<file path="src/rtl/irq_ctrl_pkg.sv">
package irq_ctrl_pkg;

    localparam int REG_AW = 3;

    typedef enum logic [REG_AW-1:0] {
        OFS_STATUS  = 3'd0,
        OFS_PENDING = 3'd1,
        OFS_ENABLE  = 3'd2,
        OFS_ACK     = 3'd3,
        OFS_SET_EN  = 3'd4,
        OFS_CLR_EN  = 3'd5,
        OFS_VECTOR  = 3'd6,
        OFS_MASTER  = 3'd7
    } reg_ofs_e;

    typedef enum logic [1:0] {
        REQ_OFF    = 2'd0,
        REQ_QUIET  = 2'd1,
        REQ_RAISED = 2'd2
    } req_state_e;

    typedef struct packed {
        logic wr_enable;
        logic wr_set;
        logic wr_clr;
        logic wr_ack;
        logic wr_master;
    } wr_dec_t;

endpackage

</file>
<file path="src/rtl/irq_capture.sv">
module irq_capture #(
    parameter int                 NUM_SRC   = 32,
    parameter logic [NUM_SRC-1:0] EDGE_MASK = '0
) (
    input  logic               clk,
    input  logic               rst_n,
    input  logic [NUM_SRC-1:0] src_i,
    input  logic [NUM_SRC-1:0] ack_bits,
    output logic [NUM_SRC-1:0] status_q
);

    for (genvar g = 0; g < NUM_SRC; g++) begin : g_src
        if (EDGE_MASK[g]) begin : g_edge
            logic prev_q;

            always_ff @(posedge clk or negedge rst_n) begin
                if (!rst_n) begin
                    prev_q      <= 1'b0;
                    status_q[g] <= 1'b0;
                end else begin
                    prev_q      <= src_i[g];
                    status_q[g] <= (status_q[g] & ~ack_bits[g]) | (src_i[g] & ~prev_q);
                end
            end
        end else begin : g_level
            always_ff @(posedge clk or negedge rst_n) begin
                if (!rst_n) begin
                    status_q[g] <= 1'b0;
                end else begin
                    status_q[g] <= (status_q[g] & ~ack_bits[g]) | src_i[g];
                end
            end
        end
    end

endmodule

</file>
<file path="src/rtl/irq_mask_regs.sv">
module irq_mask_regs
    import irq_ctrl_pkg::*;
#(
    parameter int NUM_SRC = 32
) (
    input  logic               clk,
    input  logic               rst_n,
    input  wr_dec_t            wr_dec,
    input  logic [NUM_SRC-1:0] wdata,
    input  logic [1:0]         master_wdata,
    output logic [NUM_SRC-1:0] enable_q,
    output logic [1:0]         master_q
);

    always_ff @(posedge clk or negedge rst_n) begin
        if (!rst_n) begin
            enable_q <= '0;
        end else if (wr_dec.wr_enable) begin
            enable_q <= wdata;
        end else if (wr_dec.wr_set) begin
            enable_q <= enable_q | wdata;
        end else if (wr_dec.wr_clr) begin
            enable_q <= enable_q & ~wdata;
        end
    end

    always_ff @(posedge clk or negedge rst_n) begin
        if (!rst_n) begin
            master_q <= 2'b00;
        end else if (wr_dec.wr_master) begin
            master_q <= master_wdata;
        end
    end

endmodule

</file>
<file path="src/rtl/irq_prio_enc.sv">
module irq_prio_enc #(
    parameter int NUM_SRC = 32,
    parameter int IDX_W   = 5
) (
    input  logic [NUM_SRC-1:0] pend,
    output logic               any,
    output logic [IDX_W-1:0]   idx
);

    always_comb begin
        any = |pend;
        idx = '0;
        for (int i = NUM_SRC - 1; i >= 0; i--) begin
            if (pend[i]) begin
                idx = IDX_W'(i);
            end
        end
    end

endmodule

</file>
<file path="src/rtl/irq_req_fsm.sv">
module irq_req_fsm
    import irq_ctrl_pkg::*;
(
    input  logic clk,
    input  logic rst_n,
    input  logic master_on,
    input  logic pend_any,
    output logic irq_o
);

    req_state_e state_q;
    req_state_e state_d;

    always_ff @(posedge clk or negedge rst_n) begin
        if (!rst_n) begin
            state_q <= REQ_OFF;
        end else begin
            state_q <= state_d;
        end
    end

    always_comb begin
        state_d = state_q;
        unique case (state_q)
            REQ_OFF: begin
                if (master_on) begin
                    state_d = pend_any ? REQ_RAISED : REQ_QUIET;
                end
            end
            REQ_QUIET: begin
                if (!master_on) begin
                    state_d = REQ_OFF;
                end else if (pend_any) begin
                    state_d = REQ_RAISED;
                end
            end
            REQ_RAISED: begin
                if (!master_on) begin
                    state_d = REQ_OFF;
                end else if (!pend_any) begin
                    state_d = REQ_QUIET;
                end
            end
            default: state_d = REQ_OFF;
        endcase
    end

    always_comb begin
        irq_o = (state_q == REQ_RAISED);
    end

endmodule

</file>
<file path="src/rtl/irq_ctrl_top.sv">
module irq_ctrl_top
    import irq_ctrl_pkg::*;
#(
    parameter int                 NUM_SRC   = 32,
    parameter int                 DATA_W    = 32,
    parameter logic [NUM_SRC-1:0] EDGE_MASK = 32'h0000_FF0F
) (
    input  logic                clk,
    input  logic                rst_n,
    input  logic [NUM_SRC-1:0]  src_i,
    input  logic [REG_AW-1:0]   reg_addr,
    input  logic                reg_wr,
    input  logic [DATA_W-1:0]   reg_wdata,
    output logic [DATA_W-1:0]   reg_rdata,
    output logic                irq_o
);

    localparam int IDX_W = (NUM_SRC > 1) ? $clog2(NUM_SRC) : 1;

    wr_dec_t              wr_dec;
    logic [NUM_SRC-1:0]   ack_bits;
    logic [NUM_SRC-1:0]   status_q;
    logic [NUM_SRC-1:0]   enable_q;
    logic [1:0]           master_q;
    logic [NUM_SRC-1:0]   pending;
    logic                 vec_valid;
    logic [IDX_W-1:0]     vec_idx;
    logic [DATA_W-1:0]    rd_next;

    always_comb begin
        wr_dec = '0;
        if (reg_wr) begin
            unique case (reg_ofs_e'(reg_addr))
                OFS_ENABLE: wr_dec.wr_enable = 1'b1;
                OFS_SET_EN: wr_dec.wr_set    = 1'b1;
                OFS_CLR_EN: wr_dec.wr_clr    = 1'b1;
                OFS_ACK:    wr_dec.wr_ack    = 1'b1;
                OFS_MASTER: wr_dec.wr_master = 1'b1;
                default:    wr_dec = '0;
            endcase
        end
    end

    always_comb begin
        ack_bits = wr_dec.wr_ack ? reg_wdata[NUM_SRC-1:0] : '0;
    end

    irq_capture #(
        .NUM_SRC   (NUM_SRC),
        .EDGE_MASK (EDGE_MASK)
    ) u_capture (
        .clk      (clk),
        .rst_n    (rst_n),
        .src_i    (src_i),
        .ack_bits (ack_bits),
        .status_q (status_q)
    );

    irq_mask_regs #(
        .NUM_SRC (NUM_SRC)
    ) u_mask (
        .clk          (clk),
        .rst_n        (rst_n),
        .wr_dec       (wr_dec),
        .wdata        (reg_wdata[NUM_SRC-1:0]),
        .master_wdata (reg_wdata[1:0]),
        .enable_q     (enable_q),
        .master_q     (master_q)
    );

    always_comb begin
        pending = status_q & enable_q;
    end

    irq_prio_enc #(
        .NUM_SRC (NUM_SRC),
        .IDX_W   (IDX_W)
    ) u_prio (
        .pend (pending),
        .any  (vec_valid),
        .idx  (vec_idx)
    );

    irq_req_fsm u_req (
        .clk       (clk),
        .rst_n     (rst_n),
        .master_on (master_q[0]),
        .pend_any  (vec_valid),
        .irq_o     (irq_o)
    );

    always_comb begin
        rd_next = '0;
        unique case (reg_ofs_e'(reg_addr))
            OFS_STATUS:  rd_next = DATA_W'(status_q);
            OFS_PENDING: rd_next = DATA_W'(pending);
            OFS_ENABLE:  rd_next = DATA_W'(enable_q);
            OFS_VECTOR:  rd_next = vec_valid ? DATA_W'(vec_idx) : '1;
            OFS_MASTER:  rd_next = DATA_W'(master_q);
            default:     rd_next = '0;
        endcase
    end

    always_ff @(posedge clk or negedge rst_n) begin
        if (!rst_n) begin
            reg_rdata <= '0;
        end else begin
            reg_rdata <= rd_next;
        end
    end

endmodule

</file>
<file path="config.mk">
export PLATFORM = sky130hd
export DESIGN_NAME = irq_ctrl_top
export DESIGN_NICKNAME = d
export VERILOG_FILES = /design/src/rtl/irq_ctrl_pkg.sv /design/src/rtl/irq_capture.sv /design/src/rtl/irq_mask_regs.sv /design/src/rtl/irq_prio_enc.sv /design/src/rtl/irq_req_fsm.sv /design/src/rtl/irq_ctrl_top.sv
export SDC_FILE = /design/constraint.sdc
export NUM_CORES = 1
export LEC_CHECK = 0
export BUFFER_PORTS_ARGS = -buffer_cell sky130_fd_sc_hd__buf_2
export CAP_MARGIN = 30
export CORE_ASPECT_RATIO = 1.25
export CORE_UTILIZATION = 30
export CTS_CLUSTER_SIZE = 25
export DETAILED_ROUTE_END_ITERATION = 12
export PLACE_DENSITY = 0.56
export SETUP_SLACK_MARGIN = 0.1
export SLEW_MARGIN = 30
export SYNTH_ARGS = -nofsm -noshare
export SYNTH_HDL_FRONTEND = slang
export SYNTH_SLANG_ARGS = --single-unit
</file>
<file path="constraint.sdc">
create_clock -name clk -period 2.05 [get_ports clk]
set_input_delay 0.41 -clock clk [delete_from_list [all_inputs] [get_ports clk]]
set_output_delay 0.41 -clock clk [all_outputs]
set_load 0.02 [all_outputs]
</file>
==> metrics.txt, run 1 <==
result of the run=finished, final reports clean; layout cell share with drive strength beyond 1=approximately a quarter; Rows=53; critical path fanouts, max=5; Sink Count=between 100 and 150; Starting Density=30.6%; P&R area growth vs syn=23.5%; min cycle time layout=around 1900 ps; CP Data Arrival Time=roughly 2100 ps; Die Y=roughly 150 um; Fmax=around 540 MHz; Routed Antenna Nets=0; post-layout util=a little under two fifths; Residual DRC=0; nets=~680; r2r endpoint=reg_rdata[0]$_DFF_PN0_; DRT Wirelength=around 15000 um; global-route wire length before repair=approximately 24000 um; Setup CP Type=reg -> reg; DP Wirelength=approximately 11000 um; core area=around 17000 um2; Inserted Clock Buffers=9; final slew viol count=0; R2R Setup Slk=between 150 and 200 ps; max capacitance violation total=0; DR iter-0 viols=285; Post-synth EDFFs=0; Yosys warnings=0; Filler cells=approximately 1700; fin crit share=about nine tenths; # IOs=slightly above 100; largest net degree at the start of global routing=37; global placer's final weighted congestion=between 0.8 and 0.9; die area=around 18000 um2; pin slew with the least headroom to its limit=about 470 ps; post-DR wirelength/cell=18.0 um; Skew-Pair Late Insertion Delay=approximately 360 ps; VDD IR max=about 0.00042 V; Post-Syn Instances=approximately 500; FFs w/ async S/R, synth=between 90% and 100%; CP endpoint kind=register; n_diodes=0; drt pass-1 iters=7; Via-to-Cell Ratio=around 5.3; total grt overflow=0; reg2reg start=u_capture.status_q[23]$_DFF_PN0_; power density over the cells=about 880 nW/um2; Mapped Area=between 5000 and 6000 um2; vias post-DR=4370; initial antenna violation count=1; CTS root buf=clkbuf_16; critical path launch point type=register; I/O Buffers=around 100; Max-slew headroom=between 60% and 70%; htree depth=3; Hold Fails Final Rpt=0; Die Span X=approximately 120 um; Final Setup Violations=0; R2R depth=6; # hold bufs at CTS=0; Most used DFF post-synth=dfrtp_1; worst hold path class=in -> async; CTS tree=built; unrepaired setup endpoints after global routing=no; clock buffer depth=2; WP data required=2330 ps; clock skew after layout=around 8 ps; commonest non-fill, non-tap cell in the layout=dfrtp_1; P_leak=around 2.8 nW; Mapped Avg Cell Area=10.2 um2; setup TNS=0 ps; #FFs+latches synth=roughly 110; syn nets=approximately 570; vias in the first global route=4457; Unique masters post-synth=48; placed instance count=815; most frequent cells in the layout=dfrtp_1, nand2_1, buf_2; Non-Filler Instances=~830; GRT Util Overall=17.6%; CTS clk-pin slew, worst paths=approximately 70 ps; register area share after synthesis=between 50% and 60%
## kinds of logic after synthesis
kind of cell | count (synthesis) | synth area share (%)
compound gates | 174 | 25.7
flops | 112 | 54.7
mux | 3 | 0.634
simple gates | 164 | 15.0
buf+inv | 48 | 3.95
## repair_timing
action	4_1_cts	5_1_grt
setup endpoints to repair	0	30
buffers inserted	0	2
resized for setup	0	8
## cells in the mapped netlist, drive strengths merged (2+ instances only)
library cell	number	area, um2
dfrtp	112	2800
nand2	108	405
o21ai	42	210
a32o	35	350
a32oi	29	254
nand2b	28	175
clkbuf	24	90.1
a21o	21	158
inv	15	56.3
a21oi	13	72.6
a22oi	10	75.1
buf	9	56.3
nand3	9	57.6
a22o	5	43.8
nand4	4	25.0
nor2	3	11.3
nor2b	3	26.3
o211ai	3	22.5
o22ai	3	18.8
a221oi	2	23.8
a31oi	2	12.5
and3	2	12.5
mux2	2	22.5
## through the flow
| step | total power, mW | setup slack, ps | cell area [um2] | hold slack (ps) |
|---|---|---|---|---|
| after floorplan | 3.33 | 361 | 5130 | 114 |
| after global placement | 3.77 | 198 | 5990 | 396 |
| after detailed placement | 3.79 | 192 | 5990 | 397 |
| after CTS | 5.58 | 174 | 6290 | 16.1 |
| after global routing | 5.83 | 101 | 6330 | 31.4 |
| final | 5.56 | 193 | 6330 | 7.61 |
## layout make-up
class / instances / area, um2 / share of cell area [%]
Tap cell: 220 / 275 / 4.35
Timing Repair Buffer: 129 / 757 / 12.0
Multi-Input combinational cell: 341 / 2140 / 33.8
Clock buffer: 13 / 260 / 4.11
Clock inverter: 2 / 38.8 / 0.612
Sequential cell: 112 / 2800 / 44.3
Inverter: 15 / 56.3 / 0.889
## report_power, final
group | switching [mW] | total, mW | internal [mW]
Sequential | 0.209 | 2.64 | 2.43
Combinational | 0.611 | 1.14 | 0.525
Clock | 0.772 | 1.78 | 1.01
## worst max path at each step
stage / start / to / slack [ps] / cells past startpoint
floorplan: reg_addr[0] / reg_rdata[0]$_DFF_PN0_ / 360 / 8
global placement: register / reg_rdata[1]$_DFF_PN0_ / 200 / 6
detailed placement: reg_addr[1] / reg_rdata[0]$_DFF_PN0_ / 190 / 7
CTS: register / reg_rdata[28]$_DFF_PN0_ / 170 / 7
global route: register / reg_rdata[10]$_DFF_PN0_ / 100 / 7
finish: u_capture.status_q[23]$_DFF_PN0_ / reg_rdata[0]$_DFF_PN0_ / 190 / 6
## critical path, stage by stage, from the launching register on
cell and delay [ps]:
dfrtp_1 440, nand2_1 70, a32o_1 260, a21oi_1 190
a221oi_1 120, or4_1 550, nand3_1 130
## metal layers
metal / vias up / track usage [%] / wire length [um] / share of wire, %
met1: 2132 / 21.6 / 6340 / 42
met5: - / 0 / 13 / 0.087
met4: 2 / 6.77 / 303 / 2.0
met3: 21 / 4.45 / 865 / 5.8
met2: 163 / 29.6 / 7430 / 50
li1: 2052 / - / - / -
Power figures use the tool's default switching activity.
==> run 2, diff against run 1 <==
CORE_UTILIZATION = 35   (was 30)
PLACE_DENSITY = 0.62   (was 0.56)
RECOVER_POWER = 25   (was default)
SYNTH_HIERARCHICAL = 1   (was default)
==> metrics.txt, run 2 <==
result of the run=complete, but fails checks; failing checks=negative setup slack; area share of the largest cell type after synthesis=50.8% (-3.8 points); CTS clk-pin slew, worst paths=70 ps (about the same); fin crit share=106% (+15 points); Area after DPL=6810 um2 (+14%); vias post-DR=4802 (+9.9%); Fmax=461 MHz (-14%); placed instance count=904 (+11%); FFs w/ async S/R, synth=100% (unchanged); critical path fanouts, max=10 (+5); Skew-Pair Late Insertion Delay=350 ps (about the same); R2R Setup Slk=-120 ps (-310 ps); Post-synth EDFFs=0 (unchanged); reg2reg start=u_capture/status_q[22]$_DFF_PN0_; top-count cell post-synth=dfrtp_1; unrepaired setup endpoints after global routing=yes; Die Y=142 um (-3.9%); power density over the cells=850 nW/um2 (-3.1%); Post-Syn Instances=538 (+7.4%); r2r endpoint=reg_rdata[19]$_DFF_PN0_; DR iter-0 viols=267 (-6.3%); hold_sp=src_i[2]; n_diodes=0 (unchanged); Die Span X=114 um (-3.9%); hold_ws=171 ps (+163 ps); post-DR wirelength/cell=17.0 um (-5.4%); WP data required=2320 ps (about the same); clock buffer depth=2 (unchanged); total grt overflow=0 (unchanged); GRT Util Overall=20.1% (+2.5 points); CP Data Arrival Time=2440 ps (+300 ps); core area=15200 um2 (-9.4%); DP Worst Slack=-136 ps (-328 ps); worst hold path class=in -> reg; most frequent cells in the layout=dfrtp_1, buf_2, buf_4; Yosys top cell by area=dfrtp_1; max capacitance violation total=0 (unchanged); CP max-delay cell=or4_4; clock skew after layout=6.29 ps (-1.78 ps); Routed Antenna Nets=0 (unchanged); Non-Filler Instances=927 (+11%); Filler cells=1407 (-15%); pin slew with the least headroom to its limit=652 ps (+186 ps); Max-slew headroom=56.6% (-12 points); Hold Fails Final Rpt=0 (unchanged); CTS root buf=clkbuf_16; Most used DFF post-synth=dfrtp_1; Mapped Avg Cell Area=10.2 um2 (+0.14%); Hold EP=u_capture/g_src[2].g_edge.prev_q$_DFF_PN0_; min cycle time layout=2170 ps (+312 ps); Synth area leaders=dfrtp_1, and2_1, a32o_1, inv_1, a32oi_1; I/O Buffers=102 (unchanged); global placer's final weighted congestion=0.883 (+8.7%); register area share after synthesis=50.8% (-3.8 points); worst hold path depth=1; htree depth=3 (unchanged); Largest stage delay, worst path=550 ps (about the same); largest net degree at the start of global routing=54 (+46%); setup TNS=-2060 ps (-2060 ps); DRT Wirelength=15800 um (+5.4%); VDD IR max=0.000416 V (-0.83%); worst path cell trace=and2_4 -> or4_4 -> nor3_4 -> nand4_1 -> inv_2 -> a21boi_4 -> nor3_2; synth cell count leaders=dfrtp_1, and2_1, inv_1, nand2_1, a32o_1; Yosys warnings=6 (+6); commonest non-fill, non-tap cell in the layout=dfrtp_1; global-route wire length before repair=25100 um (+5.8%); Residual DRC=0 (unchanged); Starting Density=36.3% (+5.7 points); CP endpoint kind=register; R2R depth=7 (+1); die area=16300 um2 (-7.7%); P&R area growth vs syn=33.8%; Sink Count=112 (unchanged); syn nets=608 (+6.5%); P_leak=3.30 nW (+18%); layout cell share with drive strength beyond 1=37.4% (+12 points); drt pass-1 iters=5 (-2); DP Wirelength=11200 um (+5.9%); Via-to-Cell Ratio=5.18 (-1.4%); final slew viol count=0 (unchanged); initial antenna violation count=0 (-1); CTS tree=built; critical path launch point type=register; Inserted Clock Buffers=9 (unchanged); Rows=50 (-5.7%); #FFs+latches synth=112 (unchanged); Mapped Area=5510 um2 (+7.5%); worst setup margin=-119 ps (-312 ps); Final Setup Violations=32 (+32); vias in the first global route=4958 (+11%); # IOs=103 (unchanged); Unique masters post-synth=44 (-8.3%); nets=784 (+16%); Finished Cell Area=7380 um2 (+16%); Setup CP Type=reg -> reg
run 2: through the flow:
step	power [mW]	util [%]
4_1_cts	6.21	47.7
3_5_place_dp	4.24	44.8
3_3_place_gp	4.20	44.8
5_1_grt	6.57	48.5
6_report	6.27	48.5
2_1_floorplan	3.50	-
run 2: kinds of logic (layout without fill, tap and decap cells):
group                  after synthesis  after routing  synth area share (%)
DFF                                112            112                  50.8
and+or+nand+nor                    186            187                  19.0
buffers and inverters               83            263                  6.90
AOI/OAI and AO/OA                  152            152                  22.3
muxes                                5              5                  1.02
run 2: metal layers:
| layer | track usage [%] | vias up | routed length [um] |
|---|---|---|---|
| met1 | 24.0 | 2371 | 6410 |
| met5 | 0 | - | 0 |
| li1 | - | 2267 | - |
| met2 | 34.7 | 135 | 8210 |
| met3 | 3.83 | 29 | 709 |
| met4 | 9.30 | 0 | 432 |
run 2: final cells by class:
class                   instances  area (um2)  area share (%)
flip-flops and latches        112        2800            38.0
multi-input cells             344        2560            34.7
repair buffers                192        1220            16.6
well taps                     208         260            3.53
clock buffers                  10         239            3.24
inverters                      55         206            2.80
clock inverters                 6        82.6            1.12
run 2: how the worst max path moves through the flow:
stage	from	to	slack, ps	cells past startpoint
6_report	u_capture/status_q[22]$_DFF_PN0_	reg_rdata[19]$_DFF_PN0_	-120	7
5_1_grt	u_capture/status_q[22]$_DFF_PN0_	reg_rdata[24]$_DFF_PN0_	-250	7
4_1_cts	u_capture/status_q[22]$_DFF_PN0_	reg_rdata[19]$_DFF_PN0_	-60	7
3_5_place_dp	u_capture/status_q[27]$_DFF_PN0_	reg_rdata[13]$_DFF_PN0_	-140	8
3_3_place_gp	u_capture/status_q[31]$_DFF_PN0_	reg_rdata[1]$_DFF_PN0_	-80	9
2_1_floorplan	register	reg_rdata[10]$_DFF_PN0_	50	8
run 2: where the power goes:
group | leakage, nW | internal, mW | switching, mW
clock network | 0.158 | 1.10 | 0.806
logic | 1.85 | 0.879 | 0.894
registers | 1.29 | 2.45 | 0.135
run 2: critical path: cells and delay by family (launching register included):
kind            cells  cell delay, ps
buf+inv             1             220
flops               1             380
simple gates        5            1320
compound gates      1             150
run 2: repair_timing:
action                                  4_1_cts  5_1_grt
setup buffers                                 3        2
hold buffers                                  1        0
resized for setup                            23       27
endpoints found under the hold margin        23        0
pin swaps                                     8       12
cloned                                        1        0
endpoints found under the setup margin       34       34
